**config.mk**
```make
export PLATFORM = sky130hd
export DESIGN_NAME = wpt_trigger_unit
export DESIGN_NICKNAME = d
export VERILOG_FILES = /design/src/rtl/wpt_pkg.sv /design/src/rtl/wpt_load_ctrl.sv /design/src/rtl/wpt_datapath.sv /design/src/rtl/wpt_trigger_unit.sv
export SDC_FILE = /design/constraint.sdc
export NUM_CORES = 1
export LEC_CHECK = 0
export ABC_AREA = 0
export BUFFER_PORTS_ARGS = -buffer_cell sky130_fd_sc_hd__buf_2
export CAP_MARGIN = 10
export CELL_PAD_IN_SITES_DETAIL_PLACEMENT = 0
export CELL_PAD_IN_SITES_GLOBAL_PLACEMENT = 1
export CORE_ASPECT_RATIO = 0.75
export CORE_MARGIN = 1.5
export CORE_UTILIZATION = 41
export DETAILED_ROUTE_END_ITERATION = 7
export HOLD_SLACK_MARGIN = 0.12
export PLACE_DENSITY_LB_ADDON = 0.3
export SLEW_MARGIN = 25
export SYNTH_ARGS = -nofsm -noshare
export SYNTH_HDL_FRONTEND = slang
export SYNTH_HIERARCHICAL = 1
export SYNTH_SLANG_ARGS = --single-unit
```
**constraint.sdc**
```tcl
create_clock -name clk -period 2.9 [get_ports clk]
set_clock_uncertainty 0.05 [all_clocks]
set_input_delay 0.29 -clock clk [delete_from_list [all_inputs] [get_ports clk]]
set_output_delay 0.29 -clock clk [all_outputs]
set_load 0.005 [all_outputs]
```
**src/rtl/wpt_pkg.sv**
```systemverilog
package wpt_pkg;

  typedef enum logic [1:0] {
    LD_WAIT  = 2'd0,
    LD_FETCH = 2'd1,
    LD_DONE  = 2'd2
  } load_state_e;

  // strobes from control to datapath
  typedef struct packed {
    logic slotWr;   // write ldData into the slot chosen by slotIdx
    logic armed;    // load finished, comparisons allowed
  } ctrl_strobe_t;

endpackage

```
**src/rtl/wpt_load_ctrl.sv**
```systemverilog
module wpt_load_ctrl
  import wpt_pkg::*;
#(
  parameter int ADDR_W    = 16,
  parameter int NUM_WP    = 8,
  parameter logic [ADDR_W-1:0] LOAD_BASE = 16'hFF00,
  localparam int IDX_W    = $clog2(NUM_WP)
) (
  input  logic              clk,
  input  logic              rstN,
  input  logic              memInitDone,
  input  logic              ldAck,
  output logic              ldReq,
  output logic [ADDR_W-1:0] ldAddr,
  output logic [IDX_W-1:0]  slotIdx,
  output ctrl_strobe_t      strobe
);

  localparam logic [IDX_W-1:0] LAST_IDX = IDX_W'(NUM_WP - 1);

  load_state_e      state;
  logic [IDX_W-1:0] idx;

  always_ff @(posedge clk) begin
    if (!rstN) begin
      state <= LD_WAIT;
      idx   <= '0;
    end else begin
      case (state)
        LD_WAIT: begin
          if (memInitDone) state <= LD_FETCH;
        end
        LD_FETCH: begin
          if (ldAck) begin
            if (idx == LAST_IDX) state <= LD_DONE;
            else                 idx   <= idx + 1'b1;
          end
        end
        LD_DONE:  state <= LD_DONE;
        default:  state <= LD_WAIT;
      endcase
    end
  end

  always_comb begin
    ldReq         = (state == LD_FETCH);
    ldAddr        = LOAD_BASE + ADDR_W'(idx);
    slotIdx       = idx;
    strobe.slotWr = ldReq & ldAck;
    strobe.armed  = (state == LD_DONE);
  end

endmodule

```
**src/rtl/wpt_datapath.sv**
```systemverilog
module wpt_datapath
  import wpt_pkg::*;
#(
  parameter int ADDR_W   = 16,
  parameter int DATA_W   = 16,
  parameter int NUM_WP   = 8,
  parameter int NUM_REGS = 8,
  localparam int IDX_W   = $clog2(NUM_WP),
  localparam int CFG_W   = IDX_W + 1,
  localparam int SNAP_W  = NUM_REGS * DATA_W
) (
  input  logic              clk,
  input  logic              rstN,
  input  ctrl_strobe_t      strobe,
  input  logic [IDX_W-1:0]  slotIdx,
  input  logic [ADDR_W-1:0] ldData,
  input  logic              cfgWrEn,
  input  logic [CFG_W-1:0]  cfgAddr,
  input  logic [ADDR_W-1:0] cfgData,
  input  logic              fetchValid,
  input  logic [ADDR_W-1:0] fetchAddr,
  input  logic [SNAP_W-1:0] cpuRegs,
  output logic [NUM_WP-1:0] trigger,
  output logic [SNAP_W-1:0] snapRegs
);

  localparam logic [CFG_W-1:0] EN_SEL = CFG_W'(NUM_WP);

  logic [ADDR_W-1:0] wpAddr [NUM_WP];
  logic [NUM_WP-1:0] enMask;
  logic [NUM_WP-1:0] hit;
  logic              anyHit;

  for (genvar g = 0; g < NUM_WP; g++) begin : g_slot
    always_ff @(posedge clk) begin
      if (!rstN) begin
        wpAddr[g] <= '0;
      end else if (strobe.slotWr && slotIdx == IDX_W'(g)) begin
        wpAddr[g] <= ldData;
      end else if (cfgWrEn && cfgAddr == CFG_W'(g)) begin
        wpAddr[g] <= cfgData;
      end
    end

    assign hit[g] = strobe.armed & fetchValid & enMask[g] &
                    (fetchAddr == wpAddr[g]);
  end

  always_ff @(posedge clk) begin
    if (!rstN)                               enMask <= '0;
    else if (cfgWrEn && cfgAddr == EN_SEL)   enMask <= cfgData[NUM_WP-1:0];
  end

  assign anyHit = |hit;

  always_ff @(posedge clk) begin
    if (!rstN) trigger <= '0;
    else       trigger <= hit;
  end

  for (genvar k = 0; k < NUM_REGS; k++) begin : g_lane
    always_ff @(posedge clk) begin
      if (!rstN)       snapRegs[k*DATA_W +: DATA_W] <= '0;
      else if (anyHit) snapRegs[k*DATA_W +: DATA_W] <= cpuRegs[k*DATA_W +: DATA_W];
    end
  end

endmodule

```
**src/rtl/wpt_trigger_unit.sv**
```systemverilog
module wpt_trigger_unit
  import wpt_pkg::*;
#(
  parameter int ADDR_W   = 16,
  parameter int DATA_W   = 16,
  parameter int NUM_WP   = 8,
  parameter int NUM_REGS = 8,
  parameter logic [ADDR_W-1:0] LOAD_BASE = 16'hFF00,
  localparam int IDX_W   = $clog2(NUM_WP),
  localparam int CFG_W   = IDX_W + 1,
  localparam int SNAP_W  = NUM_REGS * DATA_W
) (
  input  logic              clk,
  input  logic              rstN,
  input  logic              memInitDone,
  output logic              ldReq,
  output logic [ADDR_W-1:0] ldAddr,
  input  logic              ldAck,
  input  logic [ADDR_W-1:0] ldData,
  output logic              loadDone,
  input  logic              cfgWrEn,
  input  logic [CFG_W-1:0]  cfgAddr,
  input  logic [ADDR_W-1:0] cfgData,
  input  logic              fetchValid,
  input  logic [ADDR_W-1:0] fetchAddr,
  input  logic [SNAP_W-1:0] cpuRegs,
  output logic [NUM_WP-1:0] trigger,
  output logic [SNAP_W-1:0] snapRegs
);

  ctrl_strobe_t     strobe;
  logic [IDX_W-1:0] slotIdx;

  wpt_load_ctrl #(
    .ADDR_W(ADDR_W), .NUM_WP(NUM_WP), .LOAD_BASE(LOAD_BASE)
  ) i_ctrl (
    .clk(clk), .rstN(rstN), .memInitDone(memInitDone), .ldAck(ldAck),
    .ldReq(ldReq), .ldAddr(ldAddr), .slotIdx(slotIdx), .strobe(strobe)
  );

  wpt_datapath #(
    .ADDR_W(ADDR_W), .DATA_W(DATA_W), .NUM_WP(NUM_WP), .NUM_REGS(NUM_REGS)
  ) i_dp (
    .clk(clk), .rstN(rstN), .strobe(strobe), .slotIdx(slotIdx),
    .ldData(ldData), .cfgWrEn(cfgWrEn), .cfgAddr(cfgAddr), .cfgData(cfgData),
    .fetchValid(fetchValid), .fetchAddr(fetchAddr), .cpuRegs(cpuRegs),
    .trigger(trigger), .snapRegs(snapRegs)
  );

  assign loadDone = strobe.armed;

endmodule

```
Word level (Yosys, flattened, before mapping):

Memories as Yosys holds them, arrays and structs flattened.
Index checks and enable logic that the tools add are counted.
W data, S select, Z words.

* eq/ne operators: 28
* $add $sub $neg: 2
* multiplexer cells: 77
* reduce and logical (&&, ||, !) cells: 23
* bitwise gates (word level): 35

Operators with widths (number)
* $mux W16: 16
* $eq A16 B16 Y1: 8
* $mux W1: 57
* $and A1 B1 Y1: 18
* $logic_and A1 B1 Y1: 17
* $eq A4 B3 Y1 const B: 4
* $or A1 B1 Y1: 16
* $eq A3 B3 Y1 const B: 4
* $add A9 B4 Y10 const A: 1
* $eq A4 B2 Y1 const B: 2
* $reduce_or A8 Y1: 1
* $eq A3 B2 Y1 const B: 2
* $mux W2: 3
* $pmux W2 S3: 1
* $reduce_and A3 Y1: 2
* $eq A4 B1 Y1 const B: 1
* $eq A4 B4 Y1 const B: 1
* $logic_not A4 Y1: 1
* $ne A2 B1 Y1 const B: 2
* $add A3 B1 Y3 const B: 1
* $eq A3 B1 Y1 const B: 1
* $logic_not A3 Y1: 1
* $eq A2 B1 Y1 const B: 1
* $eq A2 B2 Y1 const B: 1
* other kinds (3): 3

* bits in writable memories: 128
* memories: 1
* input bits: 186
* register bits after elaboration: 149
* logic and storage cells: 178

Memory list
* i_dp.wpAddr: depth 8, width 16, read ports 8, clocked after Yosys merged registers in 0, wr ports 8, RTL line wpt_datapath.sv:29 `logic [ADDR_W-1:0] wpAddr [NUM_WP];`

Logic depth before layout (Yosys ltp):

* word-level depth: 8
* gate-level depth with buffers: 11

By module:

The synthesis kept the hierarchy.

Modules (own cells, without submodules)
* wpt_datapath: cells an instance 1169, area an instance 12763.5 µm², sequential area each 6726.5 µm², instances 1
* wpt_load_ctrl: cells an instance 49, area an instance 429.2 µm², sequential area each 100.1 µm², instances 1

Worst setup path before layout:

No wires, ideal clock.

* kind: reg2reg
* start point: register i_ctrl.state[0]
* end point: register i_dp.snapRegs[0]
* path buffers: 4
* data arrival time: 2.201 ns
* cell stages (with the launch flop): 12
* library setup time: 0.118 ns
* clock period less this slack: 2.369 ns
* slack: 0.531 ns
* path through: dfxtp_1 -> inv_1 -> ha_1 -> and2_0 -> clkbuf_1 -> nand4_1 -> o32ai_1 -> or4_1 -> buf_2 -> buf_8 -> buf_12 -> mux2i_1

* word-level cells in the longest chain between the ends: 5
* elaborated cells between the ends (all ways): 19

RTL lines
* from (decl): RTL line wpt_load_ctrl.sv:21 `load_state_e state;`
* from (signal assigned): RTL line wpt_load_ctrl.sv:26 `state <= LD_WAIT;`
* from (signal assigned): RTL line wpt_load_ctrl.sv:31 `if (memInitDone) state <= LD_FETCH;`
* from (signal assigned): RTL line wpt_load_ctrl.sv:35 `if (idx == LAST_IDX) state <= LD_DONE;`
* $eq A2 B2 Y1 (*): RTL line wpt_load_ctrl.sv:50 `strobe.armed = (state == LD_DONE);`
* net loadDone: RTL line wpt_trigger_unit.sv:20 `output logic loadDone,`
* $and A1 B1 Y1 (*): RTL line wpt_datapath.sv:45 `assign hit[g] = strobe.armed & fetchValid & enMask[g] &`
* $and A1 B1 Y1 (2 in series): RTL line wpt_datapath.sv:45
* $reduce_or A8 Y1 (*): RTL line wpt_datapath.sv:54 `assign anyHit = |hit;`
* to (signal, indexed assignment): RTL line wpt_datapath.sv:64 `else if (anyHit) snapRegs[k*DATA_W +: DATA_W] <= cpuRegs[k*DATA_W +: DATA_W];`
* to (decl): RTL line wpt_datapath.sv:24 `output logic [SNAP_W-1:0] snapRegs`

The timed path passes the listed nets; every way through them passes the cells marked *.
A chain may end at the register's enable or synchronous reset.

==> metrics.md <==
| Metric | Value |
|---|---|
| Status | `finished, final reports clean` |
| Final net count | `1857` |
| Post-synthesis sequential area ratio | `51.7%` |
| Detail Route Antenna Nets | `0` |
| Setup_tns | `0 ps` |
| R2r endpoint | `i_dp/wpAddr[0][15]$_DFFE_PP_` |
| Gate Count Post-Synth | `1218` |
| DP Wirelength | `29000 um` |
| DRT iter0 DRCs | `922` |
| Slowest-stage cell, CP | `dlygate4sd3_1` |
| Number of global-route vias before repair | `10500` |
| Synth Warn # | `6` |
| CP bufs+invs | `3` |
| CP Data Required Time | `3170 ps` |
| First-pass GRT wire length | `62100 um` |
| Via/cell ratio | `5.22` |
| Share of cells above drive strength 1 | `25.8%` |
| Startpoint Class | `register` |
| Final setup fails | `0` |
| I/O Pins | `340` |
| Crit-path max FO | `16` |
| CP endpoint kind | `register` |
| Most frequent cell after synthesis | `nand2_1` |
| Crit-path cells | `inv_1 > ha_1 > and2_2 > nand2b_1 > nor3_1 > nor4_2 > buf_4 > a22o_1 > dlygate4sd3_1` |
| Synth unique cells | `44` |
| RSZ-0062 raised after global routing | `false` |
| Root buffer cell | `clkbuf_16` |
| Max Root-Sink Buffers | `3` |
| Leak Pwr | `0.00740 uW` |
| Initial Utilization | `41.9%` |
| WP data arrival | `2980 ps` |
| Top cell type's share of synthesized area | `29.1%` |
| Final worst path period share | `93.5%` |
| Number of synthesized flops with an enable pin | `128` |
| Hold Path Class | `input pin to register` |
| Synthesized area per cell | `10.8 um2` |
| Aggregate global-route resource usage | `24.8%` |
| Die area | `33300 um2` |
| Cell depth of the worst flop-to-flop path | `9` |
| Crit Reg-Reg Startpoint | `i_ctrl/state[1]$_SDFFE_PN0P_` |
| R2R Setup Slk | `190 ps` |
| Core Region | `31500 um2` |
| Ys async rst share | `0%` |
| Post-Synthesis Cell Area | `13200 um2` |
| Pre-antenna DRT Iters | `5` |
| Die width | `210 um` |
| Port bufs | `326` |
| Setup CP Type | `register to register` |
| Routed len/inst | `20.6 um` |
| Hold endpoint | `i_dp/wpAddr[1][13]$_SDFFCE_PN0P_` |
| Stages on worst setup path | `9` |
| Top_reg_cell synth | `dfxtp_1` |
| # hold bufs at CTS | `160` |
| # DRC | `0` |
| VDD IR-drop max | `0.481 mV` |
| Die H | `158 um` |
| Worst path max stage delay | `540 ps` |
| Final hold vios | `0` |
| Clock-pin slew on the worst setup and hold paths | `60 ps` |
| Tmin final | `2710 ps` |
| Synth Register Bits | `277` |
| P&R area growth vs syn | `33.9%` |
| DR vias | `10900` |
| N_diodes | `0` |
| Total gr overflow | `0` |
| WHS | `147 ps` |
| Largest net degree at the start of global routing | `261` |
| Clk_lat worst skew | `570 ps` |
| Power per cell area | `525 nW/um2` |
| Total clock sinks | `277` |
| Routability cong. | `0.897` |
| Hold_sp | `ldData[13]` |
| Hold Path Stages | `2` |
| Delay-heaviest family, CP | `buffers and inverters` |
| Achievable Freq | `369 MHz` |
| Initial antenna violation count | `0` |
| # rows | `56` |
| Setup Buffers After CTS | `0` |
| Post-CTS Resized | `0` |
| Commonest cells in the netlist | `279 x nand2_1, 149 x dfxtp_1, 140 x mux2i_1, 128 x a22o_1, 128 x edfxtp_1` |
| WL final | `43100 um` |
| Fin. max-slew vios | `0` |
| Maxcap violations | `0` |
| H-Tree Depth | `1` |
| Fillers | `2726` |
| Tightest Pin Transition | `701 ps` |
| Num CTS Buffers | `30` |
| Top cells by area, synth | `edfxtp_1 29%, dfxtp_1 23%, mux2i_1 11%` |
| Max-slew headroom | `53.0%` |
| Area leader, netlist | `edfxtp_1` |
| CTS tree | `yes` |
[area by class of cell]
cell class | count | area (um2) | share of cell area (%)
timing repair buffer | 536 | 3750 | 21.2
multi-input combinational | 814 | 5580 | 31.6
clock buffer | 43 | 881 | 4.99
clock inverter | 13 | 92.6 | 0.524
tap | 406 | 508 | 2.88
inverter | 6 | 22.5 | 0.128
sequential | 277 | 6830 | 38.6
[layout by cell type, fill, tap and decap left out, types with 9 or more instances in the layout]
| master | count |
|---|---|
| a22o_1 | 128 |
| buf_12 | 9 |
| buf_2 | 325 |
| buf_4 | 40 |
| clkbuf_16 | 31 |
| conb_1 | 13 |
| dfxtp_1 | 149 |
| dlygate4sd3_1 | 160 |
| edfxtp_1 | 128 |
| mux2i_1 | 140 |
| nand2_1 | 279 |
| nand3_1 | 9 |
| nor2_1 | 24 |
| nor4_1 | 28 |
| xnor2_1 | 21 |
| xor2_1 | 108 |
[power breakdown]
part	internal (uW)	switching, uW	leakage [uW]	total (uW)
Combinational	491	626	0.00445	1120
Sequential	4250	91.4	0.00247	4340
Clock	2190	1620	0.000481	3810
Total	6930	2340	0.00740	9270
[state kept, by name, summed over array words and instances (netlist names)]
signal	flops
i_dp/snapRegs	128
i_dp/wpAddr	128
i_dp/enMask	8
i_dp/trigger	8
i_ctrl/slotIdx	3
i_ctrl/state	2
[worst register-to-register path, cell delays in order, from the launching register on]
cell and delay [ps]:
dfxtp_1 330, inv_1 100, ha_1 230, and2_2 190, nand2b_1 190, nor3_1 340, nor4_2 80, buf_4 230
a22o_1 200, dlygate4sd3_1 540
[cells by family (layout without fill, tap and decap cells)]
kind of cell,after synthesis,in the layout,synth area share (%)
xor+xnor,129,129,8.56
compound gates,143,143,9.45
fa+ha+maj,6,6,0.569
simple gates,383,383,12.4
other cells,2,13,0.0569
mux,140,140,10.6
flops,277,277,51.7
buf+inv,138,598,6.61
[stage by stage]
| step | area (um2) | instances | total power [uW] | setup WS, ps | util (%) |
|---|---|---|---|---|---|
| CTS | 17600 | 2094 | 9330 | 247 | 56.1 |
| global route | 17700 | 2095 | 9610 | 92.3 | 56.1 |
| floorplan | 13200 | 1229 | 4980 | 531 | - |
| finish | 17700 | 2095 | 9270 | 189 | 56.1 |
| global placement | 15100 | 1878 | 5330 | 134 | 47.9 |
| detailed placement | 15100 | 1878 | 5350 | 148 | 47.9 |
[metal layers]
layer	routed length, um	global-route usage, %
met5	0	0
met4	908	6.30
met3	4030	5.54
met2	19700	39.2
met1	18500	34.3
[worst max path at each step]
| stage | start | end | slack (ps) |
|---|---|---|---|
| after floorplan | i_ctrl/state[0]$_SDFFE_PN0P_ | i_dp/snapRegs[0]$_SDFFE_PN0P_ | 530 |
| after global placement | fetchAddr[15] | i_dp/snapRegs[100]$_SDFFE_PN0P_ | 130 |
| after detailed placement | fetchAddr[15] | i_dp/snapRegs[96]$_SDFFE_PN0P_ | 150 |
| after CTS | i_ctrl/state[1]$_SDFFE_PN0P_ | i_dp/wpAddr[0][15]$_DFFE_PP_ | 250 |
| after global routing | i_dp/wpAddr[1][15]$_SDFFCE_PN0P_ | i_dp/snapRegs[22]$_SDFFE_PN0P_ | 90 |
| final | i_ctrl/state[1]$_SDFFE_PN0P_ | i_dp/wpAddr[0][15]$_DFFE_PP_ | 190 |
No activity file was read; power rests on OpenSTA's default activity.
